--- src/rtl/stpt_pkg.sv ---
package stpt_pkg;
  localparam int unsigned COL_W   = 9;
  localparam int unsigned SWAP_LO = 7;
  localparam int unsigned SWAP_HI = 8;
  localparam int unsigned CYC_W   = 3;

  typedef enum logic [CYC_W-1:0] {
    CYC_IDLE       = 3'd0,
    CYC_RW         = 3'd1,
    CYC_FULL_XFER  = 3'd2,
    CYC_SPLIT_XFER = 3'd3,
    CYC_MODE_SET   = 3'd4,
    CYC_MODE_CLR   = 3'd5
  } cyc_e;
endpackage

--- src/rtl/stpt_cyc_decode.sv ---
module stpt_cyc_decode
  import stpt_pkg::*;
(
  input  logic             vld_i,
  input  logic [CYC_W-1:0] type_i,
  output logic             set_o,
  output logic             clr_o,
  output logic             split_o
);
  always_comb begin
    set_o   = 1'b0;
    clr_o   = 1'b0;
    split_o = 1'b0;
    if (vld_i) begin
      unique case (type_i)
        CYC_MODE_SET:   set_o   = 1'b1;
        CYC_MODE_CLR:   clr_o   = 1'b1;
        CYC_SPLIT_XFER: split_o = 1'b1;
        default: ;
      endcase
    end
  end
endmodule

--- src/rtl/stpt_mode_latch.sv ---
module stpt_mode_latch (
  input  logic clk_i,
  input  logic rst_ni,
  input  logic set_i,
  input  logic clr_i,
  output logic mode_o,
  output logic warn_o
);
  logic mode_q;

  always_ff @(posedge clk_i or negedge rst_ni) begin
    if (!rst_ni)    mode_q <= 1'b0;
    else if (set_i) mode_q <= 1'b1;
    else if (clr_i) mode_q <= 1'b0;
  end

  assign mode_o = mode_q;
  // discouraged: clear while stop point active
  assign warn_o = clr_i & mode_q;
endmodule

--- src/rtl/stpt_col_swap.sv ---
module stpt_col_swap #(
  parameter int unsigned COL_W   = 9,
  parameter int unsigned SWAP_LO = 7,
  parameter int unsigned SWAP_HI = 8
) (
  input  logic             swap_i,
  input  logic [COL_W-1:0] col_i,
  output logic [COL_W-1:0] col_o
);
  for (genvar b = 0; b < COL_W; b++) begin : g_bit
    if (b == SWAP_LO) begin : g_lo
      assign col_o[b] = swap_i ? col_i[SWAP_HI] : col_i[b];
    end else if (b == SWAP_HI) begin : g_hi
      assign col_o[b] = swap_i ? col_i[SWAP_LO] : col_i[b];
    end else begin : g_pass
      assign col_o[b] = col_i[b];
    end
  end
endmodule

--- src/rtl/stpt_col_remap.sv ---
module stpt_col_remap
  import stpt_pkg::*;
(
  input  logic             clk_i,
  input  logic             rst_ni,
  input  logic             cyc_vld_i,
  input  logic [CYC_W-1:0] cyc_type_i,
  input  logic [COL_W-1:0] col_i,
  output logic [COL_W-1:0] col_o,
  output logic             stop_mode_o,
  output logic             half_vld_o,
  output logic             half_sel_o,
  output logic             warn_o
);
  logic set_s, clr_s, split_s, mode_s;

  stpt_cyc_decode u_dec (
    .vld_i   (cyc_vld_i),
    .type_i  (cyc_type_i),
    .set_o   (set_s),
    .clr_o   (clr_s),
    .split_o (split_s)
  );

  stpt_mode_latch u_mode (
    .clk_i  (clk_i),
    .rst_ni (rst_ni),
    .set_i  (set_s),
    .clr_i  (clr_s),
    .mode_o (mode_s),
    .warn_o (warn_o)
  );

  stpt_col_swap #(
    .COL_W   (COL_W),
    .SWAP_LO (SWAP_LO),
    .SWAP_HI (SWAP_HI)
  ) u_swap (
    .swap_i (mode_s),
    .col_i  (col_i),
    .col_o  (col_o)
  );

  assign stop_mode_o = mode_s;
  assign half_vld_o  = split_s & mode_s;
  // upper bit is don't-care; logical low swap bit picks the half
  assign half_sel_o  = half_vld_o & col_i[SWAP_LO];
endmodule

--- config.mk ---
export PLATFORM = sky130hd
export DESIGN_NAME = stpt_col_remap
export DESIGN_NICKNAME = d
export VERILOG_FILES = /design/src/rtl/stpt_pkg.sv /design/src/rtl/stpt_cyc_decode.sv /design/src/rtl/stpt_mode_latch.sv /design/src/rtl/stpt_col_swap.sv /design/src/rtl/stpt_col_remap.sv
export SDC_FILE = /design/constraint.sdc
export NUM_CORES = 1
export LEC_CHECK = 0
export ABC_AREA = 1
export CAP_MARGIN = 20
export CORE_AREA = 2 2 39 41
export CTS_CLUSTER_SIZE = 40
export DETAILED_ROUTE_END_ITERATION = 16
export DIE_AREA = 0 0 41 43
export DONT_BUFFER_PORTS = 1
export SYNTH_ARGS = -nofsm -noshare
export SYNTH_HDL_FRONTEND = slang
export SYNTH_SLANG_ARGS = --single-unit
export TNS_END_PERCENT = 5
--- constraint.sdc ---
create_clock -name clk_i -period 1.9 [get_ports clk_i]
set_clock_uncertainty 0.1 [all_clocks]
set_input_delay 0.38 -clock clk_i [delete_from_list [all_inputs] [get_ports clk_i]]
set_output_delay 0.38 -clock clk_i [all_outputs]
set_load 0.01 [all_outputs]
==> results.yml <==
synth:
  ys_seq_area_share_pct: 15.27
  yosysTopAreaCell: "buf_4"
  synthTopCellsByArea: "buf_4, dfrtp_1, nand2_1"
  syn_inst: 27
  synth_top_family_by_area: "buffers and inverters"
  ys_ff_latch: 1
  yosysWarnings: 0
  netlist_area_um2: 163.9
  avgSynthCellArea_um2: 6.071
  synthSimpleGateAreaFrac_pct: 37.40
  synthAdderAreaFrac_pct: 0
  synth_compound_area_share_pct: 6.107
  synth_top_area_share_pct: 32.06
  syn_nets: 42
  synthMuxAreaShare_pct: 0
  synthXorXnorAreaFrac_pct: 0
  yosysUniqueCellTypes: 10
setup_path:
  crit_chain: "nand3_1 > nor3_2"
  worstRegToRegCells: 2
  critPathLaunchType: "flip-flop"
  arrival_ns: 0.85
  ff2ff_setup_slack_ns: 1.09
  cpPeakStageDelay_ns: 0.46
  worstSetupPathType: "reg -> out"
  r2r-end: "u_mode.mode_o$_DFFE_PN0P_"
  worst_ep_required_time_ns: 1.42
  cp_max_fo: 6
  cp-end-kind: "output port"
  reg2reg_from: "u_mode.mode_o$_DFFE_PN0P_"
  crit_slowest_cell: "dfrtp_1"
cells_and_area:
  drive_gt1_share_pct: 4.762
  fill_cells: 163
  diodes: 0
  largest_reg_flops: 1
  nets: 38
  area_delta_synth_final_pct: -13.74
  fin_area_um2: 141.4
floorplan:
  die_area_um2: 1763
  start_util_pct: 11.84
  die_w_um: 41
  die_height_um: 43
  rows: 14
  fp.coreArea_um2: 1384
  num_io_pins: 28
min_path:
  min_from: "cyc_type_i[2]"
  min_to: "u_mode.mode_o$_DFFE_PN0P_"
  worstHoldPathCells: 2
  hp-class: "in -> reg"
placed_design:
  gp_congestion: 0.6147
  placed_area_um2: 131.4
  io_buffers: 0
  pre_cts_ws_ns: 0.5565
drt:
  drt-total-wl_um: 359
  post_drt_wl_per_cell_um: 9.703
  ant_nets: 0
  drcViolationCount: 0
  initialDrtViolationCount: 0
  via_per_inst: 3.784
  first_pass_iters: 1
  via_count: 140
pwr:
  power_density_nw_per_um2: 402.3
  irDropWorstVdd_v: 0.0001216
  p_leak_nw: 0.06228
timing:
  fin_crit_ns: 1.328
  fin_tns_setup_ns: 0
  setup_viol: 0
  fin_crit_sh_pct: 69.90
  finalHoldViolCount: 0
  setup_ws_ns: 0.5718
  clock.fmax_mhz: 752.9
  slew_violations: 0
  holdWs_ns: 0.4344
  tightestPinTransition_ns: 0.3540
  rsz0062_at_grt: "no"
  slew_headroom_pct: 76.15
grt:
  grt_util_met2_pct: 5.000
  grt_pass1_wl_um: 517
  grt_antenna_before_repair: 0
  grt_pass1_vias: 140
  grt_max_degree: 7
  grt_usage_pct: 4.208
  met1_usage_pct: 6.390
  top_usage_layer: "met1"
  use_met3_pct: 2.094
  overflow: 0
clocking:
  clock_latency_ns: 0
  post-cts-setup-buffers: 0
  clkTransAtPathRegs_ns: 0
run_status:
  status: "completed"
flow_run:
  drv_cap: 0
-- cell usage after synthesis --
library cell and n:
buf_4 7, dfrtp_1 1, inv_1 4, nand2_1 5, nand3_1 3, nand4_1 1, nor2_1 3, nor3_2 1
o21ai_0 1, o21ai_1 1
-- layer usage --
metal	share of wire, %	vias up
met1	47	58
met5	0	-
li1	-	66
met3	22	2
met4	1.1	0
met2	29	14
-- report_power, final --
group          internal, W  switching (W)
combinational   0.00000806      0.0000162
sequential       0.0000251     0.00000751
clock                    0              0
-- area by class of cell --
class                   instances  area, µm²  share of cell area [%]
multi-input cells              15      71.32                   50.44
flip-flops and latches          1      25.02                   17.70
well taps                      16      20.02                   14.16
inverters                       4      15.01                   10.62
repair buffers                  1      10.01                   7.080
-- stage by stage --
| stage | power (W) | std cells | util, % |
|---|---|---|---|
| finish | 0.00005688 | 37 | 10.22 |
| global route | 0.00006274 | 37 | 10.22 |
| CTS | 0.00005780 | 37 | 10.22 |
| detailed placement | 0.00005580 | 36 | 9.494 |
| global placement | 0.00005450 | 36 | 9.494 |
| floorplan | 0.00006566 | 27 | - |
-- critical path: cells and delay by family, from the launching register on --
family / cells / cell delay (ns)
flip-flops: 1 / 0.46
AND/OR/NAND/NOR: 2 / 0.39
-- placed cells by master (no fill, tap or decap) --
cell type,count
nand2_1,5
inv_1,4
nand3_1,3
nor2_1,3
nor3_2,1
nand4_1,1
o21ai_0,1
o21ai_1,1
dlygate4sd3_1,1
dfrtp_1,1
-- timing repair --
item / CTS / global route
resized for setup: 0 / 0
endpoints found under the hold margin: 1 / 0
hold buffers: 1 / 0
-- worst max-delay path by stage --
| stage | from | endpoint | slack [ns] | cells past startpoint |
|---|---|---|---|---|
| after floorplan | u_mode.mode_o$_DFFE_PN0P_ | col_o[7] | 0.67 | 1 |
| after global placement | u_mode.mode_o$_DFFE_PN0P_ | col_o[7] | 0.61 | 1 |
| after detailed placement | u_mode.mode_o$_DFFE_PN0P_ | half_sel_o | 0.56 | 2 |
| after CTS | u_mode.mode_o$_DFFE_PN0P_ | half_sel_o | 0.56 | 2 |
| after global routing | u_mode.mode_o$_DFFE_PN0P_ | half_sel_o | 0.47 | 2 |
| final | u_mode.mode_o$_DFFE_PN0P_ | half_sel_o | 0.57 | 2 |
-- cells by family after synthesis --
group           count (synthesis)
compound gates                  2
buf+inv                        11
flops                           1
simple gates                   13
No activity file was read; power rests on OpenSTA's default activity.
